### src/rtl/rckpt_pkg.sv
// Package: shared control type for the rename-map checkpoint.
// Assumes nothing beyond the strobes being mutually consistent.
package rckpt_pkg;
    // Control strobes produced by the nesting controller, one cycle each.
    typedef struct packed {
        logic take_snap;   // outermost begin: copy map, arm protect bits
        logic restore;     // abort of an open transaction: roll back
        logic release_ck;  // final end: drop checkpoint
    } ckpt_ctl_t;
endpackage

### src/rtl/ckpt_nest_ctrl.sv
// Module: nesting controller. Tracks transaction depth, keeps the outermost
// handler PC, resolves input priority (abort > end > begin) and issues the
// checkpoint strobes and the one-cycle redirect.
// Assumes: begin/end/abort are single-cycle pulses from retirement.
module ckpt_nest_ctrl
    import rckpt_pkg::*;
#(
    parameter int PC_W    = 16,
    parameter int DEPTH_W = 3
) (
    input  logic               clk,
    input  logic               rst_n,
    input  logic               begin_i,
    input  logic [PC_W-1:0]    begin_pc_i,
    input  logic               end_i,
    input  logic               abort_i,
    output ckpt_ctl_t          ctl_o,
    output logic [DEPTH_W-1:0] depth_o,
    output logic               redirect_o,
    output logic [PC_W-1:0]    redirect_pc_o
);
    localparam logic [DEPTH_W-1:0] MAX_DEPTH = {DEPTH_W{1'b1}};
    localparam logic [DEPTH_W-1:0] ONE       = DEPTH_W'(1);

    logic [DEPTH_W-1:0] depth_q;
    logic [PC_W-1:0]    handler_q;
    logic               active, abort_eff, end_eff, begin_eff, begin_inner;

    // Decode which request wins this cycle.
    always_comb begin
        active      = (depth_q != '0);
        abort_eff   = abort_i && active;
        end_eff     = end_i && !abort_i && active;
        begin_eff   = begin_i && !abort_i && !end_i;
        begin_inner = begin_eff && active && (depth_q != MAX_DEPTH);
        ctl_o.take_snap  = begin_eff && !active;
        ctl_o.restore    = abort_eff;
        ctl_o.release_ck = end_eff && (depth_q == ONE);
    end

    // Depth counter: cleared by abort, stepped by end/begin.
    always_ff @(posedge clk) begin
        if (!rst_n)               depth_q <= '0;
        else if (abort_eff)       depth_q <= '0;
        else if (end_eff)         depth_q <= depth_q - ONE;
        else if (ctl_o.take_snap) depth_q <= ONE;
        else if (begin_inner)     depth_q <= depth_q + ONE;
    end

    // Handler PC: captured only by the outermost begin.
    always_ff @(posedge clk) begin
        if (!rst_n)               handler_q <= '0;
        else if (ctl_o.take_snap) handler_q <= begin_pc_i;
    end

    // Redirect pulse and its address, one cycle after an abort.
    always_ff @(posedge clk) begin
        if (!rst_n) begin
            redirect_o    <= 1'b0;
            redirect_pc_o <= '0;
        end else begin
            redirect_o <= abort_eff;
            if (abort_eff) redirect_pc_o <= handler_q;
        end
    end

    assign depth_o = depth_q;

    assert_abort_redirect_R7: assert property (@(posedge clk) disable iff (!rst_n)
        abort_eff |=> (redirect_o && depth_q == '0 && redirect_pc_o == $past(handler_q)));
    assert_idle_abort_R8: assert property (@(posedge clk) disable iff (!rst_n)
        (abort_i && !active) |=> !redirect_o);
    assert_inner_keeps_handler_R5: assert property (@(posedge clk) disable iff (!rst_n)
        (begin_i && active) |=> (handler_q == $past(handler_q)));
    assert_depth_saturates_R5: assert property (@(posedge clk) disable iff (!rst_n)
        (depth_q == MAX_DEPTH && begin_i && !end_i && !abort_i) |=> depth_q == MAX_DEPTH);
endmodule

### src/rtl/ckpt_map_table.sv
// Module: live rename map plus its snapshot copy, one entry per
// architectural register, and the occupancy mask of the live map.
// Assumes: NUM_PHYS >= NUM_ARCH so the reset identity map is legal.
module ckpt_map_table
    import rckpt_pkg::*;
#(
    parameter int NUM_ARCH = 8,
    parameter int NUM_PHYS = 16,
    parameter int ARCH_W   = 3,
    parameter int PHYS_W   = 4
) (
    input  logic                       clk,
    input  logic                       rst_n,
    input  ckpt_ctl_t                  ctl_i,
    input  logic                       ren_we_i,
    input  logic [ARCH_W-1:0]          ren_arch_i,
    input  logic [PHYS_W-1:0]          ren_phys_i,
    output logic [NUM_ARCH*PHYS_W-1:0] map_o,
    output logic [NUM_PHYS-1:0]        occ_o
);
    logic [PHYS_W-1:0] map_q  [NUM_ARCH];
    logic [PHYS_W-1:0] snap_q [NUM_ARCH];

    for (genvar g = 0; g < NUM_ARCH; g++) begin : g_entry
        // Snapshot copy: loaded from the pre-edge live entry on outermost begin.
        always_ff @(posedge clk) begin
            if (!rst_n)               snap_q[g] <= PHYS_W'(g);
            else if (ctl_i.take_snap) snap_q[g] <= map_q[g];
        end

        // Live entry: rollback wins over a rename write.
        always_ff @(posedge clk) begin
            if (!rst_n)             map_q[g] <= PHYS_W'(g);
            else if (ctl_i.restore) map_q[g] <= snap_q[g];
            else if (ren_we_i && ren_arch_i == ARCH_W'(g)) map_q[g] <= ren_phys_i;
        end

        assign map_o[g*PHYS_W +: PHYS_W] = map_q[g];

        assert_rollback_entry_R7: assert property (@(posedge clk) disable iff (!rst_n)
            ctl_i.restore |=> (map_q[g] == $past(snap_q[g])));
    end

    // Occupancy mask: which physical registers the live map names.
    always_comb begin
        occ_o = '0;
        for (int a = 0; a < NUM_ARCH; a++) occ_o[map_q[a]] = 1'b1;
    end
endmodule

### src/rtl/ckpt_saved_bits.sv
// Module: per-physical-register protect bits. Armed from the occupancy mask
// at the outermost begin; cleared only on commit or rollback.
// Assumes: strobes come from ckpt_nest_ctrl and are mutually exclusive.
module ckpt_saved_bits
    import rckpt_pkg::*;
#(
    parameter int NUM_PHYS = 16
) (
    input  logic                clk,
    input  logic                rst_n,
    input  ckpt_ctl_t           ctl_i,
    input  logic [NUM_PHYS-1:0] occ_i,
    output logic [NUM_PHYS-1:0] saved_o
);
    logic [NUM_PHYS-1:0] saved_q;

    // Protect-bit register: arm on begin, drop on commit/abort.
    always_ff @(posedge clk) begin
        if (!rst_n)                                    saved_q <= '0;
        else if (ctl_i.restore || ctl_i.release_ck)    saved_q <= '0;
        else if (ctl_i.take_snap)                      saved_q <= occ_i;
    end

    assign saved_o = saved_q;

    assert_saved_hold_R4: assert property (@(posedge clk) disable iff (!rst_n)
        (!ctl_i.restore && !ctl_i.release_ck) |=> ((saved_q & $past(saved_q)) == $past(saved_q)));
    assert_saved_cleared_R6: assert property (@(posedge clk) disable iff (!rst_n)
        (ctl_i.restore || ctl_i.release_ck) |=> (saved_q == '0));
endmodule

### src/rtl/rename_ckpt.sv
// Module: top of the transaction rename-map checkpoint. Connects the nesting
// controller, the map table and the protect bits.
// Assumes: rename writes come from the rename stage one per cycle.
module rename_ckpt
    import rckpt_pkg::*;
#(
    parameter int NUM_ARCH = 8,
    parameter int NUM_PHYS = 16,
    parameter int PC_W     = 16,
    parameter int DEPTH_W  = 3,
    parameter int ARCH_W   = $clog2(NUM_ARCH),
    parameter int PHYS_W   = $clog2(NUM_PHYS)
) (
    input  logic                       clk,
    input  logic                       rst_n,
    input  logic                       tx_begin_i,
    input  logic [PC_W-1:0]            tx_begin_pc_i,
    input  logic                       tx_end_i,
    input  logic                       tx_abort_i,
    input  logic                       ren_we_i,
    input  logic [ARCH_W-1:0]          ren_arch_i,
    input  logic [PHYS_W-1:0]          ren_phys_i,
    output logic [NUM_ARCH*PHYS_W-1:0] map_o,
    output logic [NUM_PHYS-1:0]        saved_o,
    output logic                       redirect_o,
    output logic [PC_W-1:0]            redirect_pc_o,
    output logic [DEPTH_W-1:0]         depth_o
);
    ckpt_ctl_t           ctl;
    logic [NUM_PHYS-1:0] occ;

    ckpt_nest_ctrl #(.PC_W(PC_W), .DEPTH_W(DEPTH_W)) u_ctrl (
        .clk(clk), .rst_n(rst_n),
        .begin_i(tx_begin_i), .begin_pc_i(tx_begin_pc_i),
        .end_i(tx_end_i), .abort_i(tx_abort_i),
        .ctl_o(ctl), .depth_o(depth_o),
        .redirect_o(redirect_o), .redirect_pc_o(redirect_pc_o)
    );

    ckpt_map_table #(.NUM_ARCH(NUM_ARCH), .NUM_PHYS(NUM_PHYS),
                     .ARCH_W(ARCH_W), .PHYS_W(PHYS_W)) u_map (
        .clk(clk), .rst_n(rst_n), .ctl_i(ctl),
        .ren_we_i(ren_we_i), .ren_arch_i(ren_arch_i), .ren_phys_i(ren_phys_i),
        .map_o(map_o), .occ_o(occ)
    );

    ckpt_saved_bits #(.NUM_PHYS(NUM_PHYS)) u_saved (
        .clk(clk), .rst_n(rst_n), .ctl_i(ctl),
        .occ_i(occ), .saved_o(saved_o)
    );

    assert_no_saved_when_idle_R6: assert property (@(posedge clk) disable iff (!rst_n)
        (depth_o == '0) |-> (saved_o == '0));
    assert_redirect_only_idle_R7: assert property (@(posedge clk) disable iff (!rst_n)
        redirect_o |-> (depth_o == '0));
endmodule

### config.mk
export PLATFORM = sky130hd
export DESIGN_NAME = rename_ckpt
export DESIGN_NICKNAME = d
export VERILOG_FILES = /design/src/rtl/rckpt_pkg.sv /design/src/rtl/ckpt_nest_ctrl.sv /design/src/rtl/ckpt_map_table.sv /design/src/rtl/ckpt_saved_bits.sv /design/src/rtl/rename_ckpt.sv
export SDC_FILE = /design/constraint.sdc
export NUM_CORES = 1
export LEC_CHECK = 0
export ABC_AREA = 1
export BUFFER_PORTS_ARGS = -buffer_cell sky130_fd_sc_hd__buf_2
export CAP_MARGIN = 0
export CORE_MARGIN = 10
export CORE_UTILIZATION = 30
export DETAILED_ROUTE_END_ITERATION = 8
export SETUP_SLACK_MARGIN = 0.15
export SYNTH_ARGS = -nofsm -noshare
export SYNTH_HDL_FRONTEND = slang
export SYNTH_SLANG_ARGS = --single-unit
export TNS_END_PERCENT = 20
### constraint.sdc
create_clock -name clk -period 4.3 [get_ports clk]
set_input_delay 0.43 -clock clk [delete_from_list [all_inputs] [get_ports clk]]
set_output_delay 0.43 -clock clk [all_outputs]
set_load 0.05 [all_outputs]
* Word level (Yosys, flattened, before mapping)
Memory sizes are Yosys's and may differ from the RTL's.
Cells that the tools add are included.
** Storage, ports and cells
- RAM bits :: 64
- Bits in registers :: 52
- Memories :: 2
- Output and inout port bits :: 68
- Word-level logic and storage cells :: 182
** Memory list
- u_map.map_q :: depth 8, width 4, rd ports 8, clocked after memory_dff 0, wr ports 8, line ckpt_map_table.sv:21 : logic [PHYS_W-1:0] map_q [NUM_ARCH];
- u_map.snap_q :: depth 8, width 4, rd ports 8, clocked after memory_dff 0, wr ports 8, line ckpt_map_table.sv:22 : logic [PHYS_W-1:0] snap_q [NUM_ARCH];
** Operators by class
- Bitwise operators :: 32
- Equality and inequality tests :: 9
- Muxes and demuxes :: 82
- Reduce and logical (&&, ||, !) cells :: 34
- Magnitude comparators :: 16
- $add $sub $neg :: 2
** Operator list (number)
- bitwise OR 16 bit :: 7
- two-way mux 4 bit :: 24
- two-way mux 1 bit :: 47
- less-than comparator 4 x 5 -> 1 bit, second input constant :: 8
- demux 1 bit (select 4 bit) :: 8
- >= comparator 4 x 1 -> 1 bit, second input constant :: 8
- logical AND 1 bit :: 25
- bitwise OR 1 bit :: 24
- equality test 3 bit, second input constant :: 4
- two-way mux 3 bit :: 3
- equality test 3 x 1 -> 1 bit, second input constant :: 2
- equality test 3 x 2 -> 1 bit, second input constant :: 2
- nonzero test 3 bit :: 2
- OR reduction 2 bit :: 2
- adder 3 x 1 -> 3 bit, second input constant :: 1
- zero test 1 bit :: 3
- zero test 3 bit :: 1
- inequality test 3 bit, second input constant :: 1
- subtractor 3 x 1 -> 3 bit, second input constant :: 1
- logical OR 1 bit :: 1
- inverter 1 bit :: 1

* Longest topological paths before layout
Gate-level depths: netlist of the first run.
- Word-level depth :: 11
- Mapped depth :: 10
- Depth with buffers taken out :: 10

* Hierarchy
Synthesis of the first run repeated with hierarchy kept, for this count alone.
** Second synthesis, totals
- Cell total of the unflattened synthesis :: 899
- Area, all modules :: 6231.0 µm²
** Modules (own cells, without submodules)
- ckpt_map_table :: area an instance 4048.9 µm², times used 1, cells an instance 607, sequential area each 1921.8 µm²
- ckpt_nest_ctrl :: area an instance 1456.4 µm², times used 1, cells an instance 174, sequential area each 720.7 µm²
- ckpt_saved_bits :: area an instance 725.7 µm², times used 1, cells an instance 118, sequential area each 320.3 µm²

* Worst setup path before layout of the first run
No wires, ideal clock.
- Kind :: register to register
- From :: register u_ctrl.depth_q[0] (netlist: u_ctrl.depth_o[0])
- To :: memory u_map.map_q[7][0] (netlist: u_map.map_q[1][12]), enable pin
- Buffers on the path :: 1
- Cell stages (with the launch flop) :: 9
- Setup slack :: 2.123 ns
- Arrival time :: 1.816 ns
- Required time :: 3.939 ns
- Cells stage by stage :: dfxtp_1 inv_1 ha_1 nand2_4 nand2_4 nand2_8 inv_4 buf_4 o21ai_0
** RTL lines
- start: declaration :: line ckpt_nest_ctrl.sv:25 : logic [DEPTH_W-1:0] depth_q;
- start signal: assignment :: line ckpt_nest_ctrl.sv:45 : else if (end_eff) depth_q <= depth_q - ONE;
- start signal: assignment :: line ckpt_nest_ctrl.sv:47 : else if (begin_inner) depth_q <= depth_q + ONE;
- end: declaration :: line ckpt_map_table.sv:21

==> summary.md, run 1 <==
| Metric | Value |
|---|---|
| Layout area overhead | 20.9% |
| Synth Net Count | 834 |
| Hold Crit Start | tx_begin_pc_i[5] |
| Die Y | 161 um |
| Total GRT Usage | 13.7% |
| Clock Sinks | 116 |
| LEAKAGE | 3.21 nW |
| Total routed wirelength | 17.8 mm |
| Via count | 5,424 |
| First-pass GRT wire length | 28.1 mm |
| Slew HR | 30.2% |
| Gr ovfl total | 0 |
| Max Cap Viol | 0 |
| Pre-Repair DR Iteration Count | 5 |
| Initial core utilization | 30.5% |
| Worst slew pin tran | 1040 ps |
| Critical path class | flop to flop |
| Status | complete, no violations |
| Die area | 25,800 um2 |
| Final slew viol count | 0 |
| Fin. Hold Viols | 0 |
| Reg-to-reg startpoint | u_ctrl.depth_o[0]$_SDFFE_PP0P_ |
| Worst path cell trace | inv_1 -> ha_1 -> nand2_4 -> nor2_4 -> nand2_2 -> inv_4 -> nand2_1 |
| Nets@finish | 932 |
| Fmax | 370 MHz |
| Mapped Area | 5930 um2 |
| Synth warn | 0 |
| WL/cell | 15.1 um |
| Critical path buffers and inverters | 2 |
| Register area | 2960 um2 |
| Worst vdd ir | 0.351 mV |
| Initial DRC Count | 514 |
| PD cells | 458 nW/um2 |
| Sequential-to-total area share from yosys stat | 50.0% |
| Final WS setup | 1600 ps |
| Critical path's slowest cell | nor2_4 |
| Top Family by Delay on Critical Path | simple AND/OR/NAND/NOR gates |
| Largest net degree at the start of global routing | 49 |
| Initial antenna violation count | 3 |
| CORE AREA | 19,500 um2 |
| GPL Wtd Cong | 0.966 |
| Post-DP HPWL | 13.7 mm |
| Num rows | 51 |
| Vias in the first global route | 5,152 |
| Critical Path Start | u_ctrl.depth_o[0]$_SDFFE_PP0P_ |
| Slowest cell delay on critical path | 620 ps |
| Unique cell type count in the Yosys netlist | 27 |
| Yosys reg bits | 116 |
| Final Core Density | 36.8% |
| Setup tns final | 0 ps |
| Via density | 4.60 |
| Worst setup SP type | flop |
| Ratio of cells with drive above 1 in the final layout | 16.0% |
| CTS Root Cell | clkbuf_16 |
| Final Setup Violations | 0 |
| DRT antenna net count | 0 |
| Die Span X | 161 um |
| Synth Instances | 800 |
| CTS tree | done |
| Crit path DAT | 2840 ps |
| Clock latency on the worst-skew pair | 420 ps |
| Remaining DRCs | 0 |
| CP max FO | 35 |
| Critical path required time | 4440 ps |
| Pre-CTS setup slack | 1610 ps |
| Post-CTS Setup Bufs | 0 |
| Worst clock skew | 17.0 ps |
| Unrepaired setup endpoints after global routing | no |
| Tmin final | 2700 ps |
| Fill cells | 2,040 |
| Hold Crit Class | input port to flop |
| CTS Buf Count | 17 |
| Avg Cell Area, Syn | 7.41 um2 |
| Multi-input gate area | 2520 um2 |
| I/O Pins | 97 |
| H-tree level count | 4 |
| Port Buffer Count | 96 |
| Critical Path End Type | flop |
| # hold bufs at CTS | 0 |
| Clk buf depth | 2 |
| # resized after CTS | 0 |
| Tcrit/Tclk final | 62.8% |
| Clock transition at path regs | 60 ps |
## path summary, 6_finish.rpt
kind	cells past startpoint	endpoint	slack, ps
worst min-delay path	3	u_ctrl.handler_q[5]$_SDFFE_PN0P_	210
worst max register to register	7	u_map.snap_q[1][4]$_SDFFCE_PN1P_	1600
worst min register to register	2	u_ctrl.redirect_pc_o[3]$_SDFFE_PN0P_	460
worst max-delay path	7	u_map.snap_q[1][4]$_SDFFCE_PN1P_	1600
## state kept, by name (all words and copies together), names as in the netlist
name	cells
u_ctrl.redirect_pc_o	16
u_map.map_q	32
u_ctrl.redirect_o	1
u_saved.saved_o	16
u_map.snap_q	32
u_ctrl.depth_o	3
u_ctrl.handler_q	16
## cell families (layout without fill, tap and decap cells)
kind of cell	count (synthesis)	in the layout	synth area share, %
AOI/OAI and AO/OA	62	62	5.66
buffers and inverters	104	215	7.56
and+or+nand+nor	512	512	35.6
DFF	116	116	50.0
xor gates and xnor gates	1	1	0.148
other	0	2	0
adders and majority gates	5	5	1.06
## worst min-delay path: stages
cell     delay (ps)
buf_2            80
nand2_1          40
o21ai_0          50
## cell usage after synthesis
| library cell | n | share of area [%] |
|---|---|---|
| nand2_1 | 255 | 16 |
| nor2_1 | 188 | 12 |
| inv_1 | 82 | 5.2 |
| edfxtp_1 | 64 | 32 |
| dfxtp_1 | 52 | 18 |
| nand3_1 | 45 | 3.8 |
| o21ai_0 | 27 | 2.3 |
| o21ai_1 | 22 | 1.9 |
| a31oi_1 | 11 | 1.2 |
| nand4_1 | 11 | 1.2 |
| buf_2 | 7 | 0.59 |
| buf_4 | 5 | 0.63 |
| ha_1 | 5 | 1.1 |
| nor2_4 | 5 | 0.95 |
| buf_6 | 3 | 0.57 |
| clkbuf_1 | 3 | 0.19 |
| inv_4 | 3 | 0.32 |
| nand2_4 | 2 | 0.38 |
| nor2_2 | 2 | 0.21 |
| a21oi_1 | 1 | 0.084 |
| inv_2 | 1 | 0.063 |
| nand2_2 | 1 | 0.11 |
| nand2_8 | 1 | 0.34 |
| nor2_8 | 1 | 0.34 |
| nor3_4 | 1 | 0.27 |
| o21ai_4 | 1 | 0.27 |
| xor2_1 | 1 | 0.15 |
## routing by layer
layer | wire, um | GRT usage, %
met5 | 7 | 0
met4 | 142 | 3.80
met2 | 7760 | 20.8
met3 | 1740 | 4.32
met1 | 8180 | 18.4
## final cells by class
class / count / area share [%]
antenna: 2 / 0.0698
clock buffer: 19 / 6.04
clock inverter: 13 / 1.38
inverter: 86 / 4.61
multi-input combinational: 580 / 35.1
sequential: 116 / 41.3
tap: 265 / 4.62
timing repair buffer: 97 / 6.81
## metrics by stage
stage / instance area [um2] / cells / power [mW] / hold slack (ps)
2_1_floorplan: 5930 / 800 / 1.83 / 431
3_3_place_gp: 6630 / 1144 / 2.02 / 446
5_1_grt: 7170 / 1177 / 3.44 / 219
3_5_place_dp: 6630 / 1144 / 2.02 / 445
4_1_cts: 7160 / 1176 / 3.32 / 199
6_report: 7170 / 1178 / 3.28 / 213
## cells in the final DEF (no fill, tap or decap), drive strengths merged
cell and n:
a31oi 11, nand2 259, buf 97, xor2 1, nand3 45, diode 2
dfxtp 52, edfxtp 64, nor3 1, inv 93, clkbuf 19, a21oi 1
nor2 196, o21ai 50, nand4 11, clkinv 6, ha 5
## power by group
group / internal, mW / switching (mW) / leakage [nW]
combinational: 0.151 / 0.523 / 1.93
clock: 0.745 / 0.541 / 0.268
sequential: 1.25 / 0.0665 / 1.01
Power figures use the tool's default switching activity.
==> run 2, diff against run 1 <==
--- a/config.mk
+++ b/config.mk
@@ -5,7 +5,7 @@
 export SDC_FILE = /design/constraint.sdc
 export NUM_CORES = 1
 export LEC_CHECK = 0
-export ABC_AREA = 1
+export ABC_AREA = 0
 export BUFFER_PORTS_ARGS = -buffer_cell sky130_fd_sc_hd__buf_2
 export CAP_MARGIN = 0
 export CORE_MARGIN = 10
==> constraint.sdc (replaced) <==
create_clock -name clk -period 2.65 [get_ports clk]
set_input_delay 0.265 -clock clk [delete_from_list [all_inputs] [get_ports clk]]
set_output_delay 0.265 -clock clk [all_outputs]
set_load 0.05 [all_outputs]
==> summary.md, run 2 <==
| Metric | Value |
|---|---|
| Post-DP Area | 6230 um2 |
| CP max FO | 7 |
| Critical path class | flop to flop |
| Register area | 2960 um2 |
| Synth Instances | 539 |
| Crit path DAT | 2280 ps |
| LEAKAGE | 2.57 nW |
| Clock transition at path regs | 50 ps |
| Worst path cell trace | inv_1 -> ha_1 -> and2b_1 -> o21ai_2 -> nor2_1 -> and2_1 -> nand2b_1 |
| Final Setup Violations | 0 |
| Unrepaired setup endpoints after global routing | no |
| Avg Cell Area, Syn | 10.2 um2 |
| Clock Sinks | 116 |
| Tmin final | 2140 ps |
| Synth warn | 0 |
| Mapped Area | 5510 um2 |
| Largest registers | u_map.map_q: 32 flops, u_map.snap_q: 32 flops |
| Ratio of cells with drive above 1 in the final layout | 23.3% |
| Largest net degree at the start of global routing | 32 |
| Critical path required time | 2790 ps |
| Setup tns final | 0 ps |
| Status | complete, no violations |
| Post-DP HPWL | 13.5 mm |
| Total GRT Usage | 15.1% |
| Fill cells | 1,825 |
| First-pass GRT wire length | 28.6 mm |
| Slew HR | 54.3% |
| Total routed wirelength | 18.5 mm |
| Vias in the first global route | 4,810 |
| ANT cells | 0 |
| Fin. Hold Viols | 0 |
| Hold path cells | 3 |
| Tcrit/Tclk final | 80.9% |
| Gr ovfl total | 0 |
| Critical Path End Type | flop |
| GPL Wtd Cong | 0.935 |
| Die area | 24,200 um2 |
| Slowest cell delay on critical path | 420 ps |
| Via count | 4,909 |
| Synth async-reset ratio | 0% |
| Max Cap Viol | 0 |
| Hold Crit Class | input port to flop |
| Synth Net Count | 573 |
| Most area-consuming cells after synthesis | edfxtp_1 35%, dfxtp_1 19%, a22o_1 4.8% |
| Pre-Repair DR Iteration Count | 6 |
| Layout area overhead | 23.5% |
| Commonest non-fill, non-tap cell in the layout | buf_2 |
| Synth Flop Type | edfxtp_1 |
| Initial DRC Count | 689 |
| CTS Root Cell | clkbuf_16 |
| Synth top area share | 34.9% |
| CTS Buf Count | 17 |
| Multi-input gate area | 2400 um2 |
| H-tree level count | 4 |
| Via density | 5.60 |
| Fmax | 467 MHz |
| # hold bufs at CTS | 0 |
| Synth top cells by count | 66 x nand2_1, 64 x edfxtp_1, 52 x dfxtp_1 |
| WL/cell | 21.1 um |
| Yosys top cell by area | edfxtp_1 |
| Reg2Reg Depth | 7 |
| Initial antenna violation count | 1 |
| Top-count cell post-synth | nand2_1 |
| Port Buffer Count | 96 |
| Worst setup SP type | flop |
| CORE AREA | 18,000 um2 |
| PD cells | 734 nW/um2 |
| Critical path's slowest cell | dfxtp_1 |
| Worst vdd ir | 0.356 mV |
| Nets@finish | 669 |
| Num rows | 49 |
| Clock latency on the worst-skew pair | 420 ps |
| Unique cell type count in the Yosys netlist | 50 |
| Post-CTS Setup Bufs | 0 |
| Final slew viol count | 0 |
| EDFF count, synth | 64 |
| Cell area after layout | 6810 um2 |
| # resized after CTS | 0 |
| Die Span X | 156 um |
| Commonest cells after routing, fill and taps aside | 96 x buf_2, 65 x nand2_1, 64 x edfxtp_1 |
| DRT antenna net count | 0 |
| CTS tree | done |
| Clk buf depth | 2 |
| Initial core utilization | 30.6% |
| Worst slew pin tran | 678 ps |
| Yosys reg bits | 116 |
| I/O Pins | 97 |
| Remaining DRCs | 0 |
| Worst clock skew | 9.31 ps |
| Sequential-to-total area share from yosys stat | 53.8% |
| Die Y | 156 um |
run 2: changes by cell type in the layout (fill, tap and decap cells not counted), moves of 19 or more:
cell / before / now
nand2_1: 254 / 65
nor2_1: 188 / 27
inv_1: 82 / 7
a22o_1: 0 / 30
nor2b_1: 0 / 28
and3_1: 0 / 24
o21ai_1: 22 / 0
nand3_1: 45 / 26
run 2: final timing paths:
check	startpoint	to	slack, ps
setup / recovery	u_ctrl.depth_o[0]$_SDFFE_PP0P_	u_map.map_q[0][2]$_DFFE_PP_	510
hold / removal	tx_begin_pc_i[7]	u_ctrl.handler_q[7]$_SDFFE_PN0P_	90
setup reg to reg	u_ctrl.depth_o[0]$_SDFFE_PP0P_	u_map.map_q[0][2]$_DFFE_PP_	510
hold reg to reg	u_ctrl.handler_q[9]$_SDFFE_PN0P_	u_ctrl.handler_q[9]$_SDFFE_PN0P_	470
run 2: cell families after synthesis:
group | count (synthesis) | share of synthesized area, %
flops | 116 | 53.8
buf+inv | 34 | 2.61
simple gates | 221 | 20.4
compound gates | 161 | 21.8
fa+ha+maj | 5 | 1.14
xor+xnor | 2 | 0.318
run 2: worst max-delay path, delay by kind of cell (launching register included):
kind,cells,cell delay (ps)
buffers and inverters,1,100
AO/OA/AOI/OAI,1,350
adder cells (fa/ha/maj),1,250
flip-flops,1,420
AND/OR/NAND/NOR,4,730
run 2: layout make-up:
type                    instances  area share [%]
multi-input cells             389            35.3
well taps                     229            4.21
clock inverters                 8            1.05
inverters                       8           0.441
repair buffers                103            8.02
flip-flops and latches        116            43.5
clock buffers                  24            7.41
run 2: report_power, final:
| part | switching (mW) | internal, mW |
|---|---|---|
| Sequential | 0.114 | 1.99 |
| Combinational | 0.485 | 0.179 |
| Clock | 0.812 | 1.42 |
run 2: metal layers:
| layer | vias to the layer above | share of wire [%] | GRT usage (%) |
|---|---|---|---|
| li1 | 2246 | - | - |
| met2 | 265 | 49 | 24.7 |
| met4 | 2 | 1.7 | 5.21 |
| met1 | 2361 | 41 | 19.3 |
| met5 | - | 0.070 | 0 |
| met3 | 35 | 8.7 | 3.31 |
run 2: through the flow:
step                      setup WS (ps)  util [%]  power (mW)  hold WS [ps]  cells
after floorplan                     261         -        2.56           410    539
after global placement              583      34.6        2.79           450    845
after detailed placement            484      34.6        2.80           451    845
after CTS                           475      37.8        5.02          82.3    877
after global routing                336      37.8        5.17          89.8    877
final                               507      37.8        5.00          94.9    877
